`config.mk`:
```
export PLATFORM = sky130hd
export DESIGN_NAME = mtc_timer
export DESIGN_NICKNAME = d
export VERILOG_FILES = /design/src/rtl/mtc_pkg.sv /design/src/rtl/mtc_edge_sync.sv /design/src/rtl/mtc_prescaler.sv /design/src/rtl/mtc_timer.sv
export SDC_FILE = /design/constraint.sdc
export NUM_CORES = 1
export LEC_CHECK = 0
export ABC_CLOCK_PERIOD_IN_PS = 4300
export BUFFER_PORTS_ARGS = -buffer_cell sky130_fd_sc_hd__buf_2
export CAP_MARGIN = 20
export CORE_UTILIZATION = 60
export DETAILED_ROUTE_END_ITERATION = 6
export PLACE_DENSITY_LB_ADDON = 0.2
export SLEW_MARGIN = 15
export SYNTH_ARGS = -nofsm -noshare
export SYNTH_HDL_FRONTEND = slang
export SYNTH_SLANG_ARGS = --single-unit
```
`constraint.sdc`:
```
create_clock -name clk -period 4.3 [get_ports clk]
set_input_delay 0.43 -clock clk [delete_from_list [all_inputs] [get_ports clk]]
set_output_delay 0.43 -clock clk [all_outputs]
set_load 0.005 [all_outputs]
```
`src/rtl/mtc_pkg.sv`:
```
package mtc_pkg;
    typedef enum logic [1:0] {
        MODE_SPLIT_TMR = 2'd0,
        MODE_TMR_EVT   = 2'd1,
        MODE_CAS_TMR   = 2'd2,
        MODE_CAS_EVT   = 2'd3
    } mtc_mode_e;

    localparam int         ADDR_W    = 3;
    localparam logic [2:0] A_MODE    = 3'd0;
    localparam logic [2:0] A_PRE_LO  = 3'd1;
    localparam logic [2:0] A_PRE_HI  = 3'd2;
    localparam logic [2:0] A_MAT_LO  = 3'd3;
    localparam logic [2:0] A_MAT_HI  = 3'd4;
    localparam logic [2:0] A_FLAGCLR = 3'd5;
endpackage

```
`src/rtl/mtc_edge_sync.sv`:
```
module mtc_edge_sync #(
    parameter int STAGES = 2
) (
    input  logic clk,
    input  logic rst_n,
    input  logic din,
    output logic rise
);
    localparam int SW = STAGES + 1;
    logic [SW-1:0] sh;

    always_ff @(posedge clk or negedge rst_n) begin
        if (!rst_n) sh <= '0;
        else        sh <= {sh[SW-2:0], din};
    end

    assign rise = sh[SW-2] & ~sh[SW-1];


    rise_single_chk: assert property (@(posedge clk) disable iff (!rst_n)
        rise |=> !rise);
endmodule

```
`src/rtl/mtc_prescaler.sv`:
```
module mtc_prescaler #(
    parameter int W = 8
) (
    input  logic         clk,
    input  logic         rst_n,
    input  logic         clr,
    input  logic [W-1:0] div,
    output logic         tick
);
    logic [W-1:0] pcnt;

    assign tick = (pcnt == div);

    always_ff @(posedge clk or negedge rst_n) begin
        if (!rst_n)           pcnt <= '0;
        else if (clr || tick) pcnt <= '0;
        else                  pcnt <= pcnt + 1'b1;
    end


    presc_restart_chk: assert property (@(posedge clk) disable iff (!rst_n)
        tick |=> (pcnt == '0));
endmodule

```
`src/rtl/mtc_timer.sv`:
```
module mtc_timer
    import mtc_pkg::*;
#(
    parameter int HALF_W = 8
) (
    input  logic                clk,
    input  logic                rst_n,
    input  logic                wr_en,
    input  logic [ADDR_W-1:0]   wr_addr,
    input  logic [HALF_W-1:0]   wr_data,
    input  logic                evt_in,
    input  logic                cap_lo_in,
    input  logic                cap_hi_in,
    output logic [2*HALF_W-1:0] count_o,
    output logic [HALF_W-1:0]   cap_lo_o,
    output logic [HALF_W-1:0]   cap_hi_o,
    output logic                irq_lo,
    output logic                irq_hi
);
    localparam int CW = 2 * HALF_W;

    mtc_mode_e         mode_q;
    logic [HALF_W-1:0] div_q [2];
    logic [HALF_W-1:0] mat_lo_q, mat_hi_q;
    logic [HALF_W-1:0] cnt_lo, cnt_hi;
    logic [HALF_W-1:0] nxt_lo, nxt_hi;
    logic [1:0]        ptick;
    logic [2:0]        async_in, rise_v;
    logic              evt_rise, cl_rise, ch_rise;
    logic              en_lo, en_hi, wide;
    logic              set_lo, set_hi;
    logic              mode_wr, clr_wr;

    assign mode_wr = wr_en && (wr_addr == A_MODE);
    assign clr_wr  = wr_en && (wr_addr == A_FLAGCLR);

    // register write port
    always_ff @(posedge clk or negedge rst_n) begin
        if (!rst_n) begin
            mode_q   <= MODE_CAS_EVT;
            div_q[0] <= '0;
            div_q[1] <= '0;
            mat_lo_q <= '1;
            mat_hi_q <= '1;
        end else if (wr_en) begin
            unique case (wr_addr)
                A_MODE:   mode_q   <= mtc_mode_e'(wr_data[1:0]);
                A_PRE_LO: div_q[0] <= wr_data;
                A_PRE_HI: div_q[1] <= wr_data;
                A_MAT_LO: mat_lo_q <= wr_data;
                A_MAT_HI: mat_hi_q <= wr_data;
                default:  ;
            endcase
        end
    end

    // one prescaler per half
    for (genvar g = 0; g < 2; g++) begin : g_pre
        mtc_prescaler #(.W(HALF_W)) u_pre (
            .clk  (clk),
            .rst_n(rst_n),
            .clr  (mode_wr),
            .div  (div_q[g]),
            .tick (ptick[g])
        );
    end

    // synchronizers: event, low trigger, high trigger
    assign async_in = {cap_hi_in, cap_lo_in, evt_in};
    for (genvar s = 0; s < 3; s++) begin : g_sync
        mtc_edge_sync #(.STAGES(2)) u_sync (
            .clk  (clk),
            .rst_n(rst_n),
            .din  (async_in[s]),
            .rise (rise_v[s])
        );
    end
    assign evt_rise = rise_v[0];
    assign cl_rise  = rise_v[1];
    assign ch_rise  = rise_v[2];

    // mode decode: advance sources per half
    always_comb begin
        en_lo = 1'b0;
        en_hi = 1'b0;
        wide  = 1'b0;
        unique case (mode_q)
            MODE_SPLIT_TMR: begin en_lo = ptick[0]; en_hi = ptick[1]; end
            MODE_TMR_EVT:   begin en_lo = ptick[0]; en_hi = evt_rise; end
            MODE_CAS_TMR:   begin en_lo = ptick[0]; wide  = 1'b1;     end
            MODE_CAS_EVT:   begin en_lo = evt_rise; wide  = 1'b1;     end
        endcase
    end

    // next count and wrap detection
    always_comb begin
        nxt_lo = cnt_lo;
        nxt_hi = cnt_hi;
        set_lo = 1'b0;
        set_hi = 1'b0;
        if (wide) begin
            if (en_lo) begin
                if ({cnt_hi, cnt_lo} == {mat_hi_q, mat_lo_q}) begin
                    {nxt_hi, nxt_lo} = '0;
                    set_lo = 1'b1;
                end else begin
                    {nxt_hi, nxt_lo} = {cnt_hi, cnt_lo} + 1'b1;
                end
            end
        end else begin
            if (en_lo) begin
                if (cnt_lo == mat_lo_q) begin nxt_lo = '0; set_lo = 1'b1; end
                else                          nxt_lo = cnt_lo + 1'b1;
            end
            if (en_hi) begin
                if (cnt_hi == mat_hi_q) begin nxt_hi = '0; set_hi = 1'b1; end
                else                          nxt_hi = cnt_hi + 1'b1;
            end
        end
    end

    // counters, flags and capture registers
    always_ff @(posedge clk or negedge rst_n) begin
        if (!rst_n) begin
            cnt_lo   <= '0;
            cnt_hi   <= '0;
            irq_lo   <= 1'b0;
            irq_hi   <= 1'b0;
            cap_lo_o <= '0;
            cap_hi_o <= '0;
        end else begin
            if (mode_wr) begin
                cnt_lo <= '0;
                cnt_hi <= '0;
            end else begin
                cnt_lo <= nxt_lo;
                cnt_hi <= nxt_hi;
            end
            irq_lo <= (set_lo && !mode_wr) || (irq_lo && !(clr_wr && wr_data[0]));
            irq_hi <= (set_hi && !mode_wr) || (irq_hi && !(clr_wr && wr_data[1]));
            if (wide) begin
                if (cl_rise) begin
                    cap_lo_o <= cnt_lo;
                    cap_hi_o <= cnt_hi;
                end
            end else begin
                if (cl_rise) cap_lo_o <= cnt_lo;
                if (ch_rise) cap_hi_o <= cnt_hi;
            end
        end
    end

    assign count_o = {cnt_hi, cnt_lo};


    wrap_zero_chk: assert property (@(posedge clk) disable iff (!rst_n)
        $rose(irq_lo) |-> (cnt_lo == '0));


    flag_hold_chk: assert property (@(posedge clk) disable iff (!rst_n)
        (irq_lo && !(clr_wr && wr_data[0])) |=> irq_lo);


    mode_clear_chk: assert property (@(posedge clk) disable iff (!rst_n)
        mode_wr |=> (count_o == '0));


    event_hold_chk: assert property (@(posedge clk) disable iff (!rst_n)
        (mode_q == MODE_CAS_EVT && !mode_wr && !evt_rise) |=> $stable(count_o));
endmodule

```
Word level (Yosys, flattened, before mapping):

Index checks and enable logic that the tools add are counted.

* memories: 0
* latch bits: 0
* flip-flop bits (word level): 93
* logic and storage cells: 99
* bits in writable memories: 0
* bits in read-only memories: 0
* output and inout bits: 34

* shift operators: 0
* $mul: 0
* equal/unequal tests: 15
* div/mod/pow operators: 0
* $add $sub $neg: 5
* magnitude comparators: 0
* bitwise operators: 6
* mux-type cells: 28
* reduce and logical (&&, ||, !) cells: 29

Operator list (count)
* $mux 8: 17
* $add 8x1->8 const B: 4
* $eq 8x8->1: 4
* $add 16x1->16 const B: 1
* $eq 16x16->1: 1
* $reduce_and 2->1: 7
* $mux 1: 9
* $logic_and 1x1->1: 8
* $eq 3x2->1 const B: 2
* $eq 3x3->1 const B: 2
* $eq 2x2->1 const B: 2
* $logic_or 1x1->1: 4
* $pmux 1 s2: 2
* $reduce_bool 2->1: 2
* $and 1x1->1: 3
* $eq 3x1->1 const B: 1
* $logic_not 1->1: 3
* $logic_not 3->1: 1
* $ne 3x2->1 const B: 1
* $not 1->1: 3
* $reduce_bool 3->1: 1
* $reduce_or 3->1: 1
* $eq 2x1->1 const B: 1
* $logic_not 2->1: 1
* 2 further kinds: 2

Longest topological paths before layout:

Gate-level depths: netlist (run 1).

* depth after elaboration: 7
* mapped depth: 8
* gate-level depth less buffers: 7

By module:

Synthesis (run 1) repeated with hierarchy kept, for this count alone.

* cells, all modules: 384
* area, all modules: 4647.0 um^2

Modules (own cells, without submodules)
* mtc_timer: area an instance 3337.0 um^2, cells each 280, sequential area each 1724.2 um^2, instances 1
* mtc_prescaler: area an instance 521.8 um^2, cells each 46, sequential area each 200.2 um^2, instances 2
* mtc_edge_sync: area an instance 88.8 um^2, cells each 4, sequential area each 75.1 um^2, instances 3

Worst setup path after synthesis (run 1):

No wires, ideal clock.

* kind: input to register
* from: input wr_addr[1]
* to: register cnt_hi[4]
* stages: 7
* data arrival time: 1.858 ns
* buffers on the path: 1
* setup time: 0.078 ns
* slack: 2.365 ns
* cell sequence: clkbuf_1 -> or4b_1 -> nand3_1 -> a21oi_1 -> nor3_1 -> a41oi_1 -> a21oi_1

* word-level cells in the longest chain between the ends: 4
* elaborated cells on any way between the ends: 6

RTL lines
* start, declared: RTL line mtc_timer.sv:9 `input logic [ADDR_W-1:0] wr_addr,`
* $logic_not 3->1 (*): RTL line mtc_timer.sv:34 `assign mode_wr = wr_en && (wr_addr == A_MODE);`
* $logic_and 1x1->1 (*): RTL line mtc_timer.sv:34
* $ne 3x2->1 (no line) or $reduce_bool 3->1 (tied branches)
* $reduce_and 2->1 (no line)
* end signal, assigned: RTL line mtc_timer.sv:137 `cnt_hi <= nxt_hi;`
* end, declared: RTL line mtc_timer.sv:25 `logic [HALF_W-1:0] cnt_lo, cnt_hi;`

Every way passes the cells marked *; elsewhere a longest branch is shown, timed or not.
A chain may end at the register's enable or synchronous reset.

Worst setup path after layout (run 1):

* from: register cnt_hi[1]
* to: register cnt_hi[4]

* word-level cells in the longest chain between the ends: 5
* elaborated cells on any way between the ends: 10

RTL lines
* $add 16x1->16, or another cell as far along: RTL line mtc_timer.sv:107 `{nxt_hi, nxt_lo} = {cnt_hi, cnt_lo} + 1'b1;`
* $mux 8, on equally long branches: RTL line mtc_timer.sv:103, mtc_timer.sv:116
* $mux 8, on equally long branches: RTL line mtc_timer.sv:102, mtc_timer.sv:115
* $mux 8 (*): RTL line mtc_timer.sv:101 `if (wide) begin`
* $mux 8 (*): RTL line mtc_timer.sv:132 `if (mode_wr) begin`

Every way passes the cells marked *; elsewhere a longest branch is shown, timed or not. The select of a mux whose other input is x is not followed.

==> results.ini, run 1 <==
[floorplan]
coreArea_mm2=0.00725
die_w_um=88.6
pin_count=51
initial_utilization=0.620
rows=31
fp.dieArea_mm2=0.00784
die_h_um=88.6

[timing]
finalSetupTns_ns=0
period_share=0.539
maxSlewViolCount=0
finalHoldViolCount=0
slew_headroom=0.411
finalCriticalPeriod_ns=2.32
skew_ns=0.0133
fmax_mhz=432
setup_viol=0
rsz0062_at_grt=false
worst_slew_pin_slew_ns=0.880

[route]
drtAntennaViolNets=0
drt_pass1_iterations=4
dr_total_vias=3159
drt_iter0_markers=152
wl_per_cell_um=17.1
vias_per_cell=5.90
drt-total-wl_mm=9.16
drc=0

[layout]
fin_util=0.688
drive_gt1_frac=0.303
nFillCells=545
nets=452
area_delta_synth_final_pct=11.1
diodes=0

[clock_tree]
h-tree-depth=3
clk_latency_ns=0.36
numCtsBuffers=9
cts_tree=done
numClockSinks=93
clkTransAtPathRegs_ns=0.09
postCtsHoldBufs=0
post_cts_buffers=0
root_buffer=clkbuf_8
cts_buffer_depth=2
ctsResizeCount=0

[global_routing]
track_usage=0.262
grt_max_degree=60
grt_pass1_wl_mm=15.3
grt_pass1_vias=3082
grt-ovfl-total=0
antenna_found_initial=0

[setup_path]
crit_path_end_kind=register
crit_arrival_ns=2.53
worst-path-buf-inv=0
worstSetupPathType=register to register
cp.required_ns=4.51
slowest_stage=nor4_1
timing.reg2reg.setup_slack_ns=1.98
cp_max_fo=7
critPathMaxStageDelay_ns=0.76
r2r_cells=6
r2r-start=cnt_hi[1]
critPathLaunchType=register
cp_top_family=simple AND/OR/NAND/NOR gates
worstPathCellList=xnor2_1, nand4_1, nor4_1, nor2_1, o311ai_0, a21oi_1
r2r-end=cnt_hi[4]

[placement]
place_congestion=0.893
dp_hpwl_mm=6.78
port_buffers=50

[synthesis]
ys_types=50
yosysWarnings=0
netlist_instances=384
synth-simple-area-share=0.142
seq_area_frac_synth=0.523
ys.flop_type=dfrtp_1
ys_async_sr_fraction=1.00
synth_compound_area_frac=0.0874
postSynthAreaPerCell_um2=11.7
synth_mux_area_frac=0.118
synth-xor-area-share=0.0994
synth_top_family_by_area=simple AND/OR/NAND/NOR gates
ys_ff_latch=93
synth_adder_area_share=0.0111
syn_area_mm2=0.00450
syn_nets=405
synth-edff-count=0

[min_path]
holdCritPathClass=primary input to async pin

[power_and_ir_drop]
ir_worst_vdd_v=0.000393
p_per_area_mw_per_mm2=513
cellLeakagePower_nw=2.24

[run]
maxCapViolations=0

[outcome]
status=completed

-- stage by stage --
step	setup slack (ns)	std cells	hold WS [ns]	total power, W	cell area [um2]
6_report	1.98	535	0.123	0.00256	4990
5_1_grt	1.76	535	0.164	0.00274	4990
4_1_cts	2.01	535	0.147	0.00258	4990
3_5_place_dp	1.79	519	0.340	0.00207	4820
3_3_place_gp	1.89	519	0.336	0.00203	4820
2_1_floorplan	2.36	384	0.134	0.00182	4500
-- power breakdown --
part / internal, W / switching (W) / total [W]
clock network: 0.000228 / 0.000286 / 0.000514
logic: 0.000354 / 0.000332 / 0.000686
registers: 0.00111 / 0.000252 / 0.00136
-- state kept, by name, indices dropped and copies added (netlist names) --
register,count
cap_hi_o,8
cnt_lo,8
mat_lo_q,8
mat_hi_q,8
cap_lo_o,8
cnt_hi,8
mode_q,2
div_q,16
g_sync.u_sync.sh,9
irq_hi,1
g_pre.u_pre.pcnt,16
irq_lo,1
-- synthesized netlist by cell type (3+ instances only) --
cell	instances	area, um2
xor2_1	28	245
a31oi_1	3	18.8
o2111ai_1	4	35.0
buf_2	7	35.0
and3_1	11	68.8
dfstp_2	18	473
inv_1	4	15.0
mux2_1	7	78.8
a32o_1	4	40.0
or4b_1	3	30.0
or3_1	3	18.8
nor2_1	25	93.8
o21ai_1	8	40.0
nand2_1	20	75.1
mux2_2	40	450
dfrtp_1	75	1880
xnor2_1	23	201
clkbuf_1	10	37.5
nand4_1	7	43.8
ha_1	4	50.1
nand3_1	19	95.1
a21oi_1	15	75.1
o21ai_0	7	35.0
a211oi_1	4	30.0
-- worst reg2reg max path, stage by stage, from the launching register on --
cell,delay [ns]
dfrtp_1,0.54
xnor2_1,0.17
nand4_1,0.21
nor4_1,0.76
nor2_1,0.21
o311ai_0,0.18
a21oi_1,0.12
-- cell usage in the layout, fill, tap and decap left out, drive strengths merged, types with 6 or more instances in the layout --
cell / count
xor2: 28
nor4: 6
o21ai: 15
dfstp: 18
nand4: 7
mux2: 47
nand3: 19
dfrtp: 75
xnor2: 23
clkbuf: 13
buf: 53
nor2: 25
a21oi: 16
and3: 11
nand2: 20
-- worst max path at each step --
stage               startpoint         to  slack [ns]  depth (start not counted)
global placement    wr_addr[1]  cnt_hi[4]        1.89                          7
CTS                  cnt_hi[1]  cnt_hi[4]        2.01                          6
detailed placement  wr_addr[1]  cnt_hi[4]        1.79                          7
global route         cnt_hi[1]  cnt_hi[4]        1.76                          6
floorplan           wr_addr[1]  cnt_hi[4]        2.36                          7
finish               cnt_hi[1]  cnt_hi[4]        1.98                          6
-- layout make-up --
| class | instances | area, um2 | area share |
|---|---|---|---|
| clock buffer | 13 | 149 | 0.0298 |
| clock inverter | 3 | 22.5 | 0.00451 |
| inverter | 4 | 15.0 | 0.00301 |
| multi-input combinational | 270 | 2060 | 0.412 |
| sequential | 93 | 2350 | 0.471 |
| tap | 99 | 124 | 0.0248 |
| timing repair buffer | 53 | 275 | 0.0551 |
-- cells by family after synthesis --
kind of cell    count (synthesis)
xor+xnor                       51
buf+inv                        21
compound gates                 59
fa+ha+maj                       4
simple gates                  109
flops                          93
mux                            47
-- layer usage --
layer / wire [um] / share of wire / vias up / global-route usage
met5: 0 / 0 / - / 0
met4: 207 / 0.023 / 0 / 0.0938
met3: 374 / 0.041 / 18 / 0.0532
met2: 4500 / 0.49 / 90 / 0.438
met1: 4080 / 0.45 / 1565 / 0.342
li1: - / - / 1486 / -
Note: power is estimated with default switching activity, not from simulation.
==> run 2: changes to the inputs <==
Settings changed: ABC_CLOCK_PERIOD_IN_PS 4300 to 2300, CORE_UTILIZATION 60 to 58.
Clock period 4.3 ns to 2.3 ns, I/O delays scaled along.
==> results.ini, run 2 (synthesis results as in run 1) <==
[outcome]
status=completed

[layout]
final_common_cell=dfrtp_1
final_cell_mix=dfrtp_1 (75), buf_2 (49), mux2_2 (40)
drive_gt1_frac=0.318  ; +0.0149
area_delta_synth_final_pct=14.7
reg_top3=div_q: 16 flops, g_pre.u_pre.pcnt: 16 flops, g_sync.u_sync.sh: 9 flops
nets=463  ; +2.4%
nFillCells=561  ; +2.9%
diodes=0  ; unchanged

[clock_tree]
numClockSinks=93  ; unchanged
cts_buffer_depth=2  ; unchanged
ctsResizeCount=0  ; unchanged
h-tree-depth=3  ; unchanged
clk_latency_ns=0.36  ; about the same
numCtsBuffers=9  ; unchanged
cts_tree=done
root_buffer=clkbuf_8
clkTransAtPathRegs_ns=0.09  ; about the same

[setup_path]
critPathMaxStageDelay_ns=0.76  ; about the same
cp_max_fo=19  ; +12
worstPathCellList=inv_1, nor2_1, and3b_2, o2111ai_1, xor2_1, a211oi_1
slowest_stage=dfstp_2
cp.required_ns=2.56  ; -1.95 ns
crit_arrival_ns=2.46  ; -0.07 ns
cp_top_family=flip-flops
worstSetupPathType=register to register
critPathLaunchType=register
crit_path_end_kind=register
worst-path-buf-inv=1  ; +1

[placement]
place_ws_ns=0.0944  ; -1.69 ns
dp_hpwl_mm=6.94  ; +2.4%
place_congestion=0.880  ; -1.5%
port_buffers=50  ; unchanged

[route]
dr_total_vias=3240  ; +2.6%
drt_iter0_markers=136  ; -11%
wl_per_cell_um=17.6  ; +2.8%
drt_pass1_iterations=7  ; +3
drt-total-wl_mm=9.61  ; +4.9%
drtAntennaViolNets=0  ; unchanged
vias_per_cell=5.93  ; +0.50%
drc=0  ; unchanged

[timing]
fmax_mhz=455  ; +5.3%
slew_headroom=0.514  ; +0.103
finalCriticalPeriod_ns=2.20  ; -0.117 ns
skew_ns=0.0134  ; +0.0000865 ns
finalHoldViolCount=0  ; unchanged
maxSlewViolCount=0  ; unchanged
period_share=0.956  ; +0.417
rsz0062_at_grt=false
worst_slew_pin_slew_ns=0.725  ; -0.155 ns
fin_ws_ns=0.101  ; -1.88 ns
setup_viol=0  ; unchanged
finalSetupTns_ns=0  ; unchanged

[floorplan]
initial_utilization=0.610  ; -0.00979
coreArea_mm2=0.00737  ; +1.6%
rows=31  ; unchanged
die_h_um=90.0  ; +1.7%
die_w_um=90.0  ; +1.7%
pin_count=51  ; unchanged
fp.dieArea_mm2=0.00811  ; +3.4%

[power_and_ir_drop]
clockPowerShare=0.242  ; +0.041
p_comb_frac=0.259  ; -0.009
p_switching_w=0.00169  ; +94%
cellLeakagePower_nw=2.32  ; +3.5%
seqPwrFrac=0.499  ; -0.033
swShare=0.331  ; -0.00828
intPower_w=0.00341  ; +100%
ir_worst_vdd_v=0.000594  ; +51%
p_per_area_mw_per_mm2=988  ; +93%

[global_routing]
antenna_found_initial=0  ; unchanged
grt_pass1_wl_mm=16.2  ; +5.4%
grt_max_degree=59  ; -1.7%
grt-ovfl-total=0  ; unchanged
grt_pass1_vias=3212  ; +4.2%
track_usage=0.254  ; -0.00877

[run]
maxCapViolations=0  ; unchanged

[min_path]
holdCritPathClass=primary input to register

-- run 2: cell types whose count changed in the layout (fill, tap and decap cells not counted), moves of 2 or more --
| cell | change |
|---|---|
| dlygate4sd3_1 | +4 |
| clkbuf_1 | -3 |
| clkinv_4 | -2 |
| buf_4 | +6 |
| inv_6 | +2 |
| bufinv_16 | +2 |
| clkinvlp_4 | +2 |
-- run 2: path summary, 6_finish.rpt --
path                                                to  cells after the start                   start  slack [ns]
worst min register to register  g_sync[0].u_sync.sh[1]                      0  g_sync[0].u_sync.sh[0]        0.36
worst max register to register               cnt_lo[5]                      6               mode_q[1]        0.10
worst max-delay path                         cnt_lo[5]                      6               mode_q[1]        0.10
worst min-delay path                         mode_q[1]                      3              wr_data[1]        0.15
min in group asynchronous                  cap_lo_o[4]                      2                   rst_n        0.35
max in group asynchronous                  mat_hi_q[3]                      3                   rst_n        1.25
-- run 2: layout make-up --
type / instances / area, um2 / share of cell area
Clock inverter: 6 / 92.6 / 0.0180
Multi-Input combinational cell: 270 / 2060 / 0.399
Sequential cell: 93 / 2350 / 0.456
Inverter: 4 / 15.0 / 0.00291
Timing Repair Buffer: 64 / 380 / 0.0738
Clock buffer: 10 / 138 / 0.0267
Tap cell: 99 / 124 / 0.0240
-- run 2: through the flow --
stage / util / hold WS [ns] / instances / cell area [um2] / power (W)
2_1_floorplan: - / -0.0656 / 384 / 4500 / 0.00340
6_report: 0.700 / 0.155 / 546 / 5160 / 0.00510
5_1_grt: 0.700 / 0.144 / 546 / 5160 / 0.00539
4_1_cts: 0.700 / 0.150 / 546 / 5160 / 0.00512
3_3_place_gp: 0.663 / 0.213 / 526 / 4890 / 0.00382
3_5_place_dp: 0.663 / 0.211 / 526 / 4890 / 0.00388
-- run 2: power groups by stage --
stage | clock, W | combinational [W] | sequential, W
after global placement | 0 | 0.00128 | 0.00254
after floorplan | 0 | 0.000991 | 0.00241
after global routing | 0.00132 | 0.00146 | 0.00261
after CTS | 0.00126 | 0.00133 | 0.00254
final | 0.00123 | 0.00132 | 0.00255
after detailed placement | 0 | 0.00131 | 0.00257
-- run 2: per-layer routing --
layer  vias to the layer above  track usage  wire (um)
li1                       1497            -          -
met1                      1605        0.332       4200
met2                       115        0.424       4700
met3                        23       0.0499        492
met4                         0       0.0833        220
met5                         -            0          0
-- run 2: what timing repair did --
item,4_1_cts,5_1_grt
hold buffers,4,0
setup buffers,0,0
hold endpoints to repair,32,0
endpoints found under the setup margin,0,0
-- run 2: worst reg2reg max path, delay by kind of cell, from the launching register on --
family | cells | cell delay (ns)
flip-flops | 1 | 0.76
AO/OA/AOI/OAI | 2 | 0.51
AND/OR/NAND/NOR | 2 | 0.48
buffers and inverters | 1 | 0.26
XOR/XNOR | 1 | 0.11
